===== src/rtl/eeprw_pkg.sv =====
package eeprw_pkg;

  typedef enum logic [2:0] {
    ST_IDLE,
    ST_WSETUP,
    ST_WPULSE,
    ST_WHOLD,
    ST_RACC,
    ST_RGAP,
    ST_FINISH
  } eeprw_state_e;

  localparam logic [1:0] UNLOCK_LAST = 2'd2;

  // Unlock sequence: the order is behaviour, the device checks it.
  function automatic logic [12:0] unlock_addr(input logic [1:0] step);
    case (step)
      2'd1:    unlock_addr = 13'h0AAA;
      default: unlock_addr = 13'h1555;
    endcase
  endfunction

  function automatic logic [7:0] unlock_data(input logic [1:0] step);
    case (step)
      2'd0:    unlock_data = 8'hAA;
      2'd1:    unlock_data = 8'h55;
      default: unlock_data = 8'hA0;
    endcase
  endfunction

  function automatic int unsigned max2(input int unsigned a, input int unsigned b);
    max2 = (a > b) ? a : b;
  endfunction

endpackage


===== src/rtl/eeprw_timer.sv =====
module eeprw_timer #(
  parameter int unsigned W = 8
) (
  input  logic         clk,
  input  logic         rst_n,
  input  logic         load,
  input  logic [W-1:0] load_val,
  output logic         zero
);

  logic [W-1:0] cnt_q;
  logic [W-1:0] cnt_d;

  always_comb begin
    cnt_d = cnt_q;
    if (load) begin
      cnt_d = load_val;
    end else if (cnt_q != '0) begin
      cnt_d = cnt_q - 1'b1;
    end
  end

  always_ff @(posedge clk or negedge rst_n) begin
    if (!rst_n) begin
      cnt_q <= '0;
    end else begin
      cnt_q <= cnt_d;
    end
  end

  assign zero = (cnt_q == '0);

endmodule


===== src/rtl/eeprw_poll.sv =====
module eeprw_poll (
  input  logic       clk,
  input  logic       rst_n,
  input  logic       clear,
  input  logic       sample,
  input  logic       toggle_mode,
  input  logic [7:0] rd_data,
  input  logic       ref_bit7,
  output logic       complete
);

  logic prev6_q;
  logic have_q;
  logic prev6_d;
  logic have_d;

  always_comb begin
    if (toggle_mode) begin
      complete = sample && have_q && (rd_data[6] == prev6_q);
    end else begin
      complete = sample && (rd_data[7] == ref_bit7);
    end
  end

  always_comb begin
    prev6_d = prev6_q;
    have_d  = have_q;
    if (clear) begin
      have_d = 1'b0;
    end else if (sample) begin
      have_d  = 1'b1;
      prev6_d = rd_data[6];
    end
  end

  always_ff @(posedge clk or negedge rst_n) begin
    if (!rst_n) begin
      prev6_q <= 1'b0;
      have_q  <= 1'b0;
    end else begin
      prev6_q <= prev6_d;
      have_q  <= have_d;
    end
  end

endmodule


===== src/rtl/eeprw_page_writer.sv =====
module eeprw_page_writer
  import eeprw_pkg::*;
#(
  parameter int unsigned ADDR_W         = 13,
  parameter int unsigned PAGE_W         = 6,
  parameter int unsigned SETUP_CYC      = 2,
  parameter int unsigned WE_LOW_CYC     = 6,
  parameter int unsigned WE_HIGH_CYC    = 5,
  parameter int unsigned UNLOCK_GAP_CYC = 50,
  parameter int unsigned READ_CYC       = 4,
  parameter int unsigned READ_GAP_CYC   = 2,
  parameter int unsigned TIMEOUT_CYC    = 600000
) (
  input  logic              clk,
  input  logic              rst_n,
  input  logic              start,
  input  logic [ADDR_W-1:0] base_addr,
  input  logic [PAGE_W:0]   byte_cnt,
  input  logic              unlock_en,
  input  logic              toggle_mode,
  input  logic [7:0]        byte_in,
  output logic              byte_take,
  output logic              mem_ce_n,
  output logic              mem_oe_n,
  output logic              mem_we_n,
  output logic [ADDR_W-1:0] mem_addr,
  output logic [7:0]        mem_dq_out,
  output logic              mem_dq_oe,
  input  logic [7:0]        mem_dq_in,
  output logic              busy,
  output logic              done,
  output logic              err_range,
  output logic              err_timeout
);

  localparam int unsigned CNT_W      = PAGE_W + 1;
  localparam int unsigned SPAN_W     = PAGE_W + 2;
  localparam int unsigned PAGE_BYTES = 1 << PAGE_W;
  localparam int unsigned PH_MAX     = max2(max2(max2(SETUP_CYC, WE_LOW_CYC),
                                                  max2(WE_HIGH_CYC, UNLOCK_GAP_CYC)),
                                             max2(READ_CYC, READ_GAP_CYC));
  localparam int unsigned PH_W       = $clog2(PH_MAX + 1);
  localparam int unsigned TMO_W      = $clog2(TIMEOUT_CYC + 1);
  localparam logic [SPAN_W-1:0] SPAN_LIM = SPAN_W'(PAGE_BYTES);

  localparam logic [PH_W-1:0] PH_SETUP  = PH_W'(SETUP_CYC - 1);
  localparam logic [PH_W-1:0] PH_LOW    = PH_W'(WE_LOW_CYC - 1);
  localparam logic [PH_W-1:0] PH_HIGH   = PH_W'(WE_HIGH_CYC - 1);
  localparam logic [PH_W-1:0] PH_UGAP   = PH_W'(UNLOCK_GAP_CYC - 1);
  localparam logic [PH_W-1:0] PH_READ   = PH_W'(READ_CYC - 1);
  localparam logic [PH_W-1:0] PH_RGAP   = PH_W'(READ_GAP_CYC - 1);
  localparam logic [TMO_W-1:0] TMO_LOAD = TMO_W'(TIMEOUT_CYC - 1);

  eeprw_state_e state_q, state_d;
  logic [CNT_W-1:0]  idx_q, idx_d;
  logic [CNT_W-1:0]  cnt_q, cnt_d;
  logic [1:0]        step_q, step_d;
  logic              unl_q, unl_d;
  logic              mode_q, mode_d;
  logic [ADDR_W-1:0] base_q, base_d;
  logic [ADDR_W-1:0] addr_q, addr_d;
  logic [7:0]        data_q, data_d;
  logic              take_q, take_d;
  logic              erng_q, erng_d;
  logic              etmo_q, etmo_d;

  logic              ph_load;
  logic [PH_W-1:0]   ph_val;
  logic              ph_zero;
  logic              tmo_load;
  logic              tmo_zero;
  logic              poll_clear;
  logic              poll_sample;
  logic              poll_done;

  logic [SPAN_W-1:0] span;
  logic              req_bad;

  // Page-range check of the incoming request
  always_comb begin
    span    = {2'b00, base_addr[PAGE_W-1:0]} + {1'b0, byte_cnt};
    req_bad = (byte_cnt == '0) || (span > SPAN_LIM);
  end

  eeprw_timer #(.W(PH_W)) u_phase (
    .clk      (clk),
    .rst_n    (rst_n),
    .load     (ph_load),
    .load_val (ph_val),
    .zero     (ph_zero)
  );

  eeprw_timer #(.W(TMO_W)) u_tmo (
    .clk      (clk),
    .rst_n    (rst_n),
    .load     (tmo_load),
    .load_val (TMO_LOAD),
    .zero     (tmo_zero)
  );

  eeprw_poll u_poll (
    .clk         (clk),
    .rst_n       (rst_n),
    .clear       (poll_clear),
    .sample      (poll_sample),
    .toggle_mode (mode_q),
    .rd_data     (mem_dq_in),
    .ref_bit7    (data_q[7]),
    .complete    (poll_done)
  );

  // Next-state logic
  always_comb begin
    state_d     = state_q;
    idx_d       = idx_q;
    cnt_d       = cnt_q;
    step_d      = step_q;
    unl_d       = unl_q;
    mode_d      = mode_q;
    base_d      = base_q;
    addr_d      = addr_q;
    data_d      = data_q;
    take_d      = 1'b0;
    erng_d      = erng_q;
    etmo_d      = etmo_q;
    ph_load     = 1'b0;
    ph_val      = PH_SETUP;
    tmo_load    = 1'b0;
    poll_clear  = 1'b0;
    poll_sample = 1'b0;

    case (state_q)
      ST_IDLE: begin
        if (start) begin
          cnt_d  = byte_cnt;
          base_d = base_addr;
          mode_d = toggle_mode;
          erng_d = req_bad;
          etmo_d = 1'b0;
          idx_d  = '0;
          if (req_bad) begin
            state_d = ST_FINISH;
          end else begin
            state_d = ST_WSETUP;
            ph_load = 1'b1;
            ph_val  = PH_SETUP;
            if (unlock_en) begin
              unl_d  = 1'b1;
              step_d = 2'd0;
              addr_d = ADDR_W'(unlock_addr(2'd0));
              data_d = unlock_data(2'd0);
            end else begin
              unl_d  = 1'b0;
              addr_d = base_addr;
              data_d = byte_in;
              take_d = 1'b1;
            end
          end
        end
      end

      ST_WSETUP: begin
        if (ph_zero) begin
          state_d = ST_WPULSE;
          ph_load = 1'b1;
          ph_val  = PH_LOW;
        end
      end

      ST_WPULSE: begin
        if (ph_zero) begin
          state_d = ST_WHOLD;
          ph_load = 1'b1;
          ph_val  = (unl_q && (step_q == UNLOCK_LAST)) ? PH_UGAP : PH_HIGH;
        end
      end

      ST_WHOLD: begin
        if (ph_zero) begin
          if (unl_q) begin
            state_d = ST_WSETUP;
            ph_load = 1'b1;
            ph_val  = PH_SETUP;
            if (step_q != UNLOCK_LAST) begin
              step_d = step_q + 2'd1;
              addr_d = ADDR_W'(unlock_addr(step_q + 2'd1));
              data_d = unlock_data(step_q + 2'd1);
            end else begin
              unl_d  = 1'b0;
              addr_d = base_q;
              data_d = byte_in;
              take_d = 1'b1;
            end
          end else if (idx_q == (cnt_q - 1'b1)) begin
            state_d    = ST_RACC;
            ph_load    = 1'b1;
            ph_val     = PH_READ;
            tmo_load   = 1'b1;
            poll_clear = 1'b1;
          end else begin
            state_d = ST_WSETUP;
            ph_load = 1'b1;
            ph_val  = PH_SETUP;
            idx_d   = idx_q + 1'b1;
            addr_d  = base_q + ADDR_W'(idx_q) + ADDR_W'(1);
            data_d  = byte_in;
            take_d  = 1'b1;
          end
        end
      end

      ST_RACC: begin
        if (ph_zero) begin
          poll_sample = 1'b1;
          if (poll_done) begin
            state_d = ST_FINISH;
          end else if (tmo_zero) begin
            etmo_d  = 1'b1;
            state_d = ST_FINISH;
          end else begin
            state_d = ST_RGAP;
            ph_load = 1'b1;
            ph_val  = PH_RGAP;
          end
        end
      end

      ST_RGAP: begin
        if (ph_zero) begin
          state_d = ST_RACC;
          ph_load = 1'b1;
          ph_val  = PH_READ;
        end
      end

      ST_FINISH: begin
        state_d = ST_IDLE;
      end

      default: begin
        state_d = ST_IDLE;
      end
    endcase
  end

  // State registers
  always_ff @(posedge clk or negedge rst_n) begin
    if (!rst_n) begin
      state_q <= ST_IDLE;
      idx_q   <= '0;
      cnt_q   <= '0;
      step_q  <= '0;
      unl_q   <= 1'b0;
      mode_q  <= 1'b0;
      base_q  <= '0;
      addr_q  <= '0;
      data_q  <= '0;
      take_q  <= 1'b0;
      erng_q  <= 1'b0;
      etmo_q  <= 1'b0;
    end else begin
      state_q <= state_d;
      idx_q   <= idx_d;
      cnt_q   <= cnt_d;
      step_q  <= step_d;
      unl_q   <= unl_d;
      mode_q  <= mode_d;
      base_q  <= base_d;
      addr_q  <= addr_d;
      data_q  <= data_d;
      take_q  <= take_d;
      erng_q  <= erng_d;
      etmo_q  <= etmo_d;
    end
  end

  // Output decode from the state register
  always_comb begin
    mem_ce_n  = (state_q == ST_IDLE) || (state_q == ST_FINISH);
    mem_oe_n  = (state_q != ST_RACC);
    mem_we_n  = (state_q != ST_WPULSE);
    mem_dq_oe = (state_q == ST_WSETUP) || (state_q == ST_WPULSE) || (state_q == ST_WHOLD);
  end

  assign mem_addr    = addr_q;
  assign mem_dq_out  = data_q;
  assign byte_take   = take_q;
  assign busy        = (state_q != ST_IDLE);
  assign done        = (state_q == ST_FINISH);
  assign err_range   = erng_q;
  assign err_timeout = etmo_q;

endmodule


===== config.mk =====
export PLATFORM = sky130hd
export DESIGN_NAME = eeprw_page_writer
export DESIGN_NICKNAME = d
export VERILOG_FILES = /design/src/rtl/eeprw_pkg.sv /design/src/rtl/eeprw_timer.sv /design/src/rtl/eeprw_poll.sv /design/src/rtl/eeprw_page_writer.sv
export SDC_FILE = /design/constraint.sdc
export NUM_CORES = 1
export LEC_CHECK = 0
export ABC_AREA = 1
export BUFFER_PORTS_ARGS = -buffer_cell sky130_fd_sc_hd__buf_2
export CAP_MARGIN = 30
export CORE_ASPECT_RATIO = 2
export CORE_MARGIN = 1
export CORE_UTILIZATION = 30
export DETAILED_ROUTE_END_ITERATION = 7
export HOLD_SLACK_MARGIN = 0.03
export PLACE_DENSITY_LB_ADDON = 0.15
export REMOVE_ABC_BUFFERS = 1
export SYNTH_ARGS = -nofsm -noshare
export SYNTH_HDL_FRONTEND = slang
export SYNTH_SLANG_ARGS = --single-unit

===== constraint.sdc =====
create_clock -name clk -period 2.45 [get_ports clk]
set_input_delay 0.245 -clock clk [delete_from_list [all_inputs] [get_ports clk]]
set_output_delay 0.245 -clock clk [all_outputs]
set_load 0.02 [all_outputs]

# Word-level counts from Yosys, hierarchy flattened
# Cells that the tools add are included.
# word_totals
out_inout_bits,30
regBits,86
inputBits,41
# op_classes
eq_ne,29
reduce_logical,30
muxes,89
n_lt_le_gt_ge,1
addsub,8
bitwise,1
# op_table
op,n
$mux W13,8
$mux W8,7
$mux W20,2
$pmux W8 S2,2
$mux W1,31
$mux W3,10
$ne A2 B2 Y1 const B,15
$mux W7,4
$pmux W13 S2,1
$mux W2,12
$mux W6,4
$pmux W6 S4,1
$logic_not A20 Y1,1
$reduce_bool A20 Y1,1
$sub A20 B1 Y20 const B,1
$pmux W3 S6,1
$reduce_and A5 Y1,3
$pmux W7 S2,1
$add A13 B1 Y13 const B,1
$add A13 B7 Y13,1
$reduce_bool A2 Y1,5
$eq A3 B3 Y1 const B,3
$add A6 B7 Y8,1
$gt A8 B7 Y1 const B,1
29 further kinds,41

# Logic depth before layout (Yosys ltp)
# depth
ltp_word,10
ltp_mapped,17

# Cells and area by module
# From an unflattened synthesis, not the netlist that was laid out.
# hier_totals
cells_unflattened,917
area_unflattened_um2,6314.8
# by_module_without_submodules
mod,cells_each,n_inst,area_each_um2
eeprw_page_writer,636,1,4324.1
eeprw_timer at u_tmo,203,1,1441.4
eeprw_timer at u_phase,55,1,412.9
eeprw_poll,23,1,136.4

# Worst setup path before layout
# OpenSTA, ideal clock, no wires.
# synth_path
path_type,input -> register
start,input base_addr[0]
end,register addr_q[10] (netlist: mem_addr[10])
t_arrival_ns,1.826
n_path_buf,1
t_required_ns,2.332
cell_stages,15
slack_ns,0.506
path_cell_list,ha_1 inv_1 fa_1 nand2_1 nor2_1 nand3_1 nor2_1 nand2_1 nand2_1 nand2_2 nand2_4 nand3_4 buf_6 nand2_1 nand2_1
# synth_via
elab_chain_len,5
# synth_rtl
item,line_no,text
"start, declared",eeprw_page_writer.sv:17,"input logic [ADDR_W-1:0] base_addr,"
$add A6 B7 Y8,eeprw_page_writer.sv:81,"span = {2'b00, base_addr[PAGE_W-1:0]} + {1'b0, byte_cnt};"
$gt A8 B7 Y1,eeprw_page_writer.sv:82,req_bad = (byte_cnt == '0) || (span > SPAN_LIM);
$logic_or A1 B1 Y1,eeprw_page_writer.sv:82,
$ne A2 B2 Y1 (no source line),--,
$reduce_and A5 Y1 (no source line),--,
"end signal, assigned",eeprw_page_writer.sv:269,addr_q <= addr_d;
"end, declared",eeprw_page_writer.sv:61,"logic [ADDR_W-1:0] addr_q, addr_d;"
# No other way between the ends.
# A chain may end at the register's enable or synchronous reset.

# Worst setup path in the final report
# layout_path
start,register u_tmo.cnt_q[0]
end,register u_phase.cnt_q[0]
# layout_via
elab_chain_len,6
elab_cells_between_ends,7
classes_between,mux: 5; reduce/logical: 2
# layout_rtl
item,line_no,text
"start, declared",eeprw_timer.sv:11,logic [W-1:0] cnt_q;
"start signal, assigned",eeprw_timer.sv:27,cnt_q <= cnt_d;
$logic_not A20 Y1 *,eeprw_timer.sv:31,assign zero = (cnt_q == '0);
$mux W1 *,eeprw_page_writer.sv:217,end else if (tmo_zero) begin
$mux W1 *,eeprw_page_writer.sv:215,if (poll_done) begin
$mux W1 *,eeprw_page_writer.sv:213,if (ph_zero) begin
$pmux W1 S3 *,eeprw_page_writer.sv:132,case (state_q)
$mux W6 / $reduce_bool A2 Y1 (equally long branches),--,
"end signal, assigned",eeprw_timer.sv:27,
"end, declared",eeprw_timer.sv:11,
# Every way passes the cells marked *; elsewhere a longest branch is shown, timed or not.

==> metrics.yaml <==
grt:
  grt_pass1_wl_mm: 30.3
  grt_overflow: 0
  grt_use_total: 0.195
  antenna_found_initial: 0
  grt_pass1_vias: 5886
  grt_max_degree: 47
power:
  power.share.clock: 0.177
  pwr-share-comb: 0.524
  p_seq_frac: 0.299
  p_per_area_nw_per_um2: 1200
  netSwitchingFraction: 0.477
  irDropWorstVdd_mv: 0.357
  p_int_w: 0.00444
  p_sw_w: 0.00405
  p_leak_nw: 3.71
route:
  vias_per_cell: 4.83
  route.vias.total: 5799
  wl_mm: 19.0
  drc: 0
  dr.pass1.iters: 4
  wl_per_cell_um: 15.8
  antenna_left: 0
  drt-initial-drc-count: 223
timing:
  fmax_mhz: 469
  skew_ps: 9.67
  relSlewSlack: 0.612
  grt_setup_unrepaired: "false"
  holdWs_ps: 107
  tns_ps: 0
  hold_violations: 0
  slew_viol_final: 0
  setup_viol: 0
  timing.final.crit_share: 0.870
  period_needed_ps: 2130
  setup_ws_ps: 319
  tightest_slew_ps: 581
worst_setup_path:
  crit_arrival_ps: 2370
  crit_fanout: 7
  ff2ff_path_depth: 11
  start_kind: "flip-flop"
  cp-end-kind: "flip-flop"
  worst-setup-path-type: "reg2reg"
  required_ps: 2690
yosys:
  synth_top_flop_cell: "dfrtp_1"
  ys_warn_count: 0
  async_flop_share: 1.00
  syn_inst: 855
  synth_area_leaders: "dfrtp_1, nand2_1, inv_1, nand3_1, ha_1"
  ys_ff_latch: 86
  yosysTopAreaCell: "dfrtp_1"
  syn_area_per_cell_um2: 7.09
  synthDistinctLibCells: 47
  yosysMostFrequentCell: "nand2_1"
  synth_area_um2: 6060
  synth_top_area_frac: 0.355
  synth_commonest_cells: "nand2_1, inv_1, dfrtp_1"
  synth_edf_count: 0
  ys_seq_area_frac: 0.355
min_path:
  min_path_type: "in2reg"
  hold_depth: 3
layout:
  diodes: 0
  fin_nets: 998
  area_growth_syn_to_layout_pct: 17.0
  fill_cells: 2206
  drive_gt1_frac: 0.158
die:
  die_y_um: 203
  num_io_pins: 71
  die_w_um: 103
  placement_rows: 73
  core_um2: 19800
  die-area_um2: 20800
  initial_core_util: 0.306
clock_tree:
  postCtsResizedCells: 0
  cts_max_level: 3
  cts_tree: "yes"
  cts-buffers-inserted: 9
  cts.sinks: 86
  root_buffer: "clkbuf_16"
  clk_latency_ps: 360
  clock_path_buffers: 2
  postCtsSetupBuffers: 0
  clk_pin_slew_worst_paths_ps: 70
flow_run:
  drv_cap: 0
placed_design:
  portBuffers: 64
  post-dp-hpwl_mm: 14.7
  gp_congestion: 0.823
  dp_slack_ps: 3.39
run_status:
  status: "complete, no violations"
==> power groups by stage <==
stage,combinational (W),clock [W],sequential [W]
after CTS,0.00450,0.00155,0.00255
after floorplan,0.00298,0,0.00263
final,0.00445,0.00150,0.00254
after detailed placement,0.00448,0,0.00257
after global routing,0.00509,0.00160,0.00262
after global placement,0.00445,0,0.00257
==> critical path, stage by stage (launching register included) <==
cell,delay (ps)
dfrtp_1,380
inv_1,130
ha_1,250
nand3_2,150
nor2_2,200
nand3_2,180
nand3_1,200
nand2_1,90
nand2_2,140
nand2_1,120
nor2_1,120
nor2_1,50
==> final timing paths <==
path / from / to / slack, ps
worst max-delay path: u_tmo.cnt_q[0]$_DFFE_PN0P_ / u_phase.cnt_q[0]$_DFFE_PN0P_ / 320
worst min-delay path: base_addr[7] / base_q[7]$_DFFE_PN0P_ / 110
worst max register to register: u_tmo.cnt_q[0]$_DFFE_PN0P_ / u_phase.cnt_q[0]$_DFFE_PN0P_ / 320
worst min register to register: mem_dq_out[1]$_DFFE_PN0P_ / mem_dq_out[1]$_DFFE_PN0P_ / 470
max in group asynchronous: rst_n / mem_dq_out[6]$_DFFE_PN0P_ / 1330
min in group asynchronous: rst_n / u_tmo.cnt_q[4]$_DFFE_PN0P_ / 430
==> what timing repair did <==
item | CTS | global route
setup endpoints to repair | 0 | 0
endpoints found under the hold margin | 40 | 0
hold buffers | 1 | 0
==> cell type report <==
cell class / count / area, um^2 / share of cell area
Clock buffer: 13 / 240 / 0.0339
Clock inverter: 3 / 68.8 / 0.00970
Inverter: 104 / 395 / 0.0557
Multi-Input combinational cell: 641 / 3360 / 0.473
Sequential cell: 86 / 2150 / 0.303
Tap cell: 262 / 328 / 0.0462
Timing Repair Buffer: 91 / 553 / 0.0780
==> placed cells by master, fill, tap and decap left out, types with 9 or more instances in the layout <==
cell type	n
clkbuf_16	9
nor2_1	64
nand3b_1	9
nand2_1	264
a21oi_1	34
buf_2	63
nor3_1	10
buf_4	25
ha_1	22
dfrtp_1	86
nand4_1	34
o21ai_0	51
nand3_1	62
xor2_1	14
inv_1	96
==> flip-flops by register name, indices dropped and copies added, names as in the netlist <==
name / flops
base_q: 13
byte_take: 1
cnt_q: 7
err_range: 1
err_timeout: 1
idx_q: 7
mem_addr: 13
mem_dq_out: 8
mode_q: 1
state_q: 3
step_q: 2
u_phase.cnt_q: 6
u_poll.have_q: 1
u_poll.prev6_q: 1
u_tmo.cnt_q: 20
unl_q: 1
==> per-layer routing <==
layer  track usage  vias to the layer above  part of all wire
met5             0                        -                 0
met4        0.0862                        0             0.030
met3        0.0282                       27             0.026
met2         0.371                      106              0.56
met1         0.203                     2720              0.38
li1              -                     2946                 -
==> per-stage QoR <==
step,instance area (um^2),instances,total power (W),utilization
3_3_place_gp,6780,1183,0.00702,0.342
3_5_place_dp,6780,1183,0.00705,0.342
5_1_grt,7090,1200,0.00931,0.358
6_report,7090,1200,0.00849,0.358
4_1_cts,7090,1200,0.00860,0.358
2_1_floorplan,5900,831,0.00561,-
==> cells by family after synthesis <==
logic type | count (synthesis) | synth area share
adder cells (fa/ha/maj) | 24 | 0.0520
XOR/XNOR | 21 | 0.0303
buffers and inverters | 128 | 0.0912
AO/OA/AOI/OAI | 115 | 0.108
flip-flops | 86 | 0.355
AND/OR/NAND/NOR | 481 | 0.364
Power figures use the tool's default switching activity.
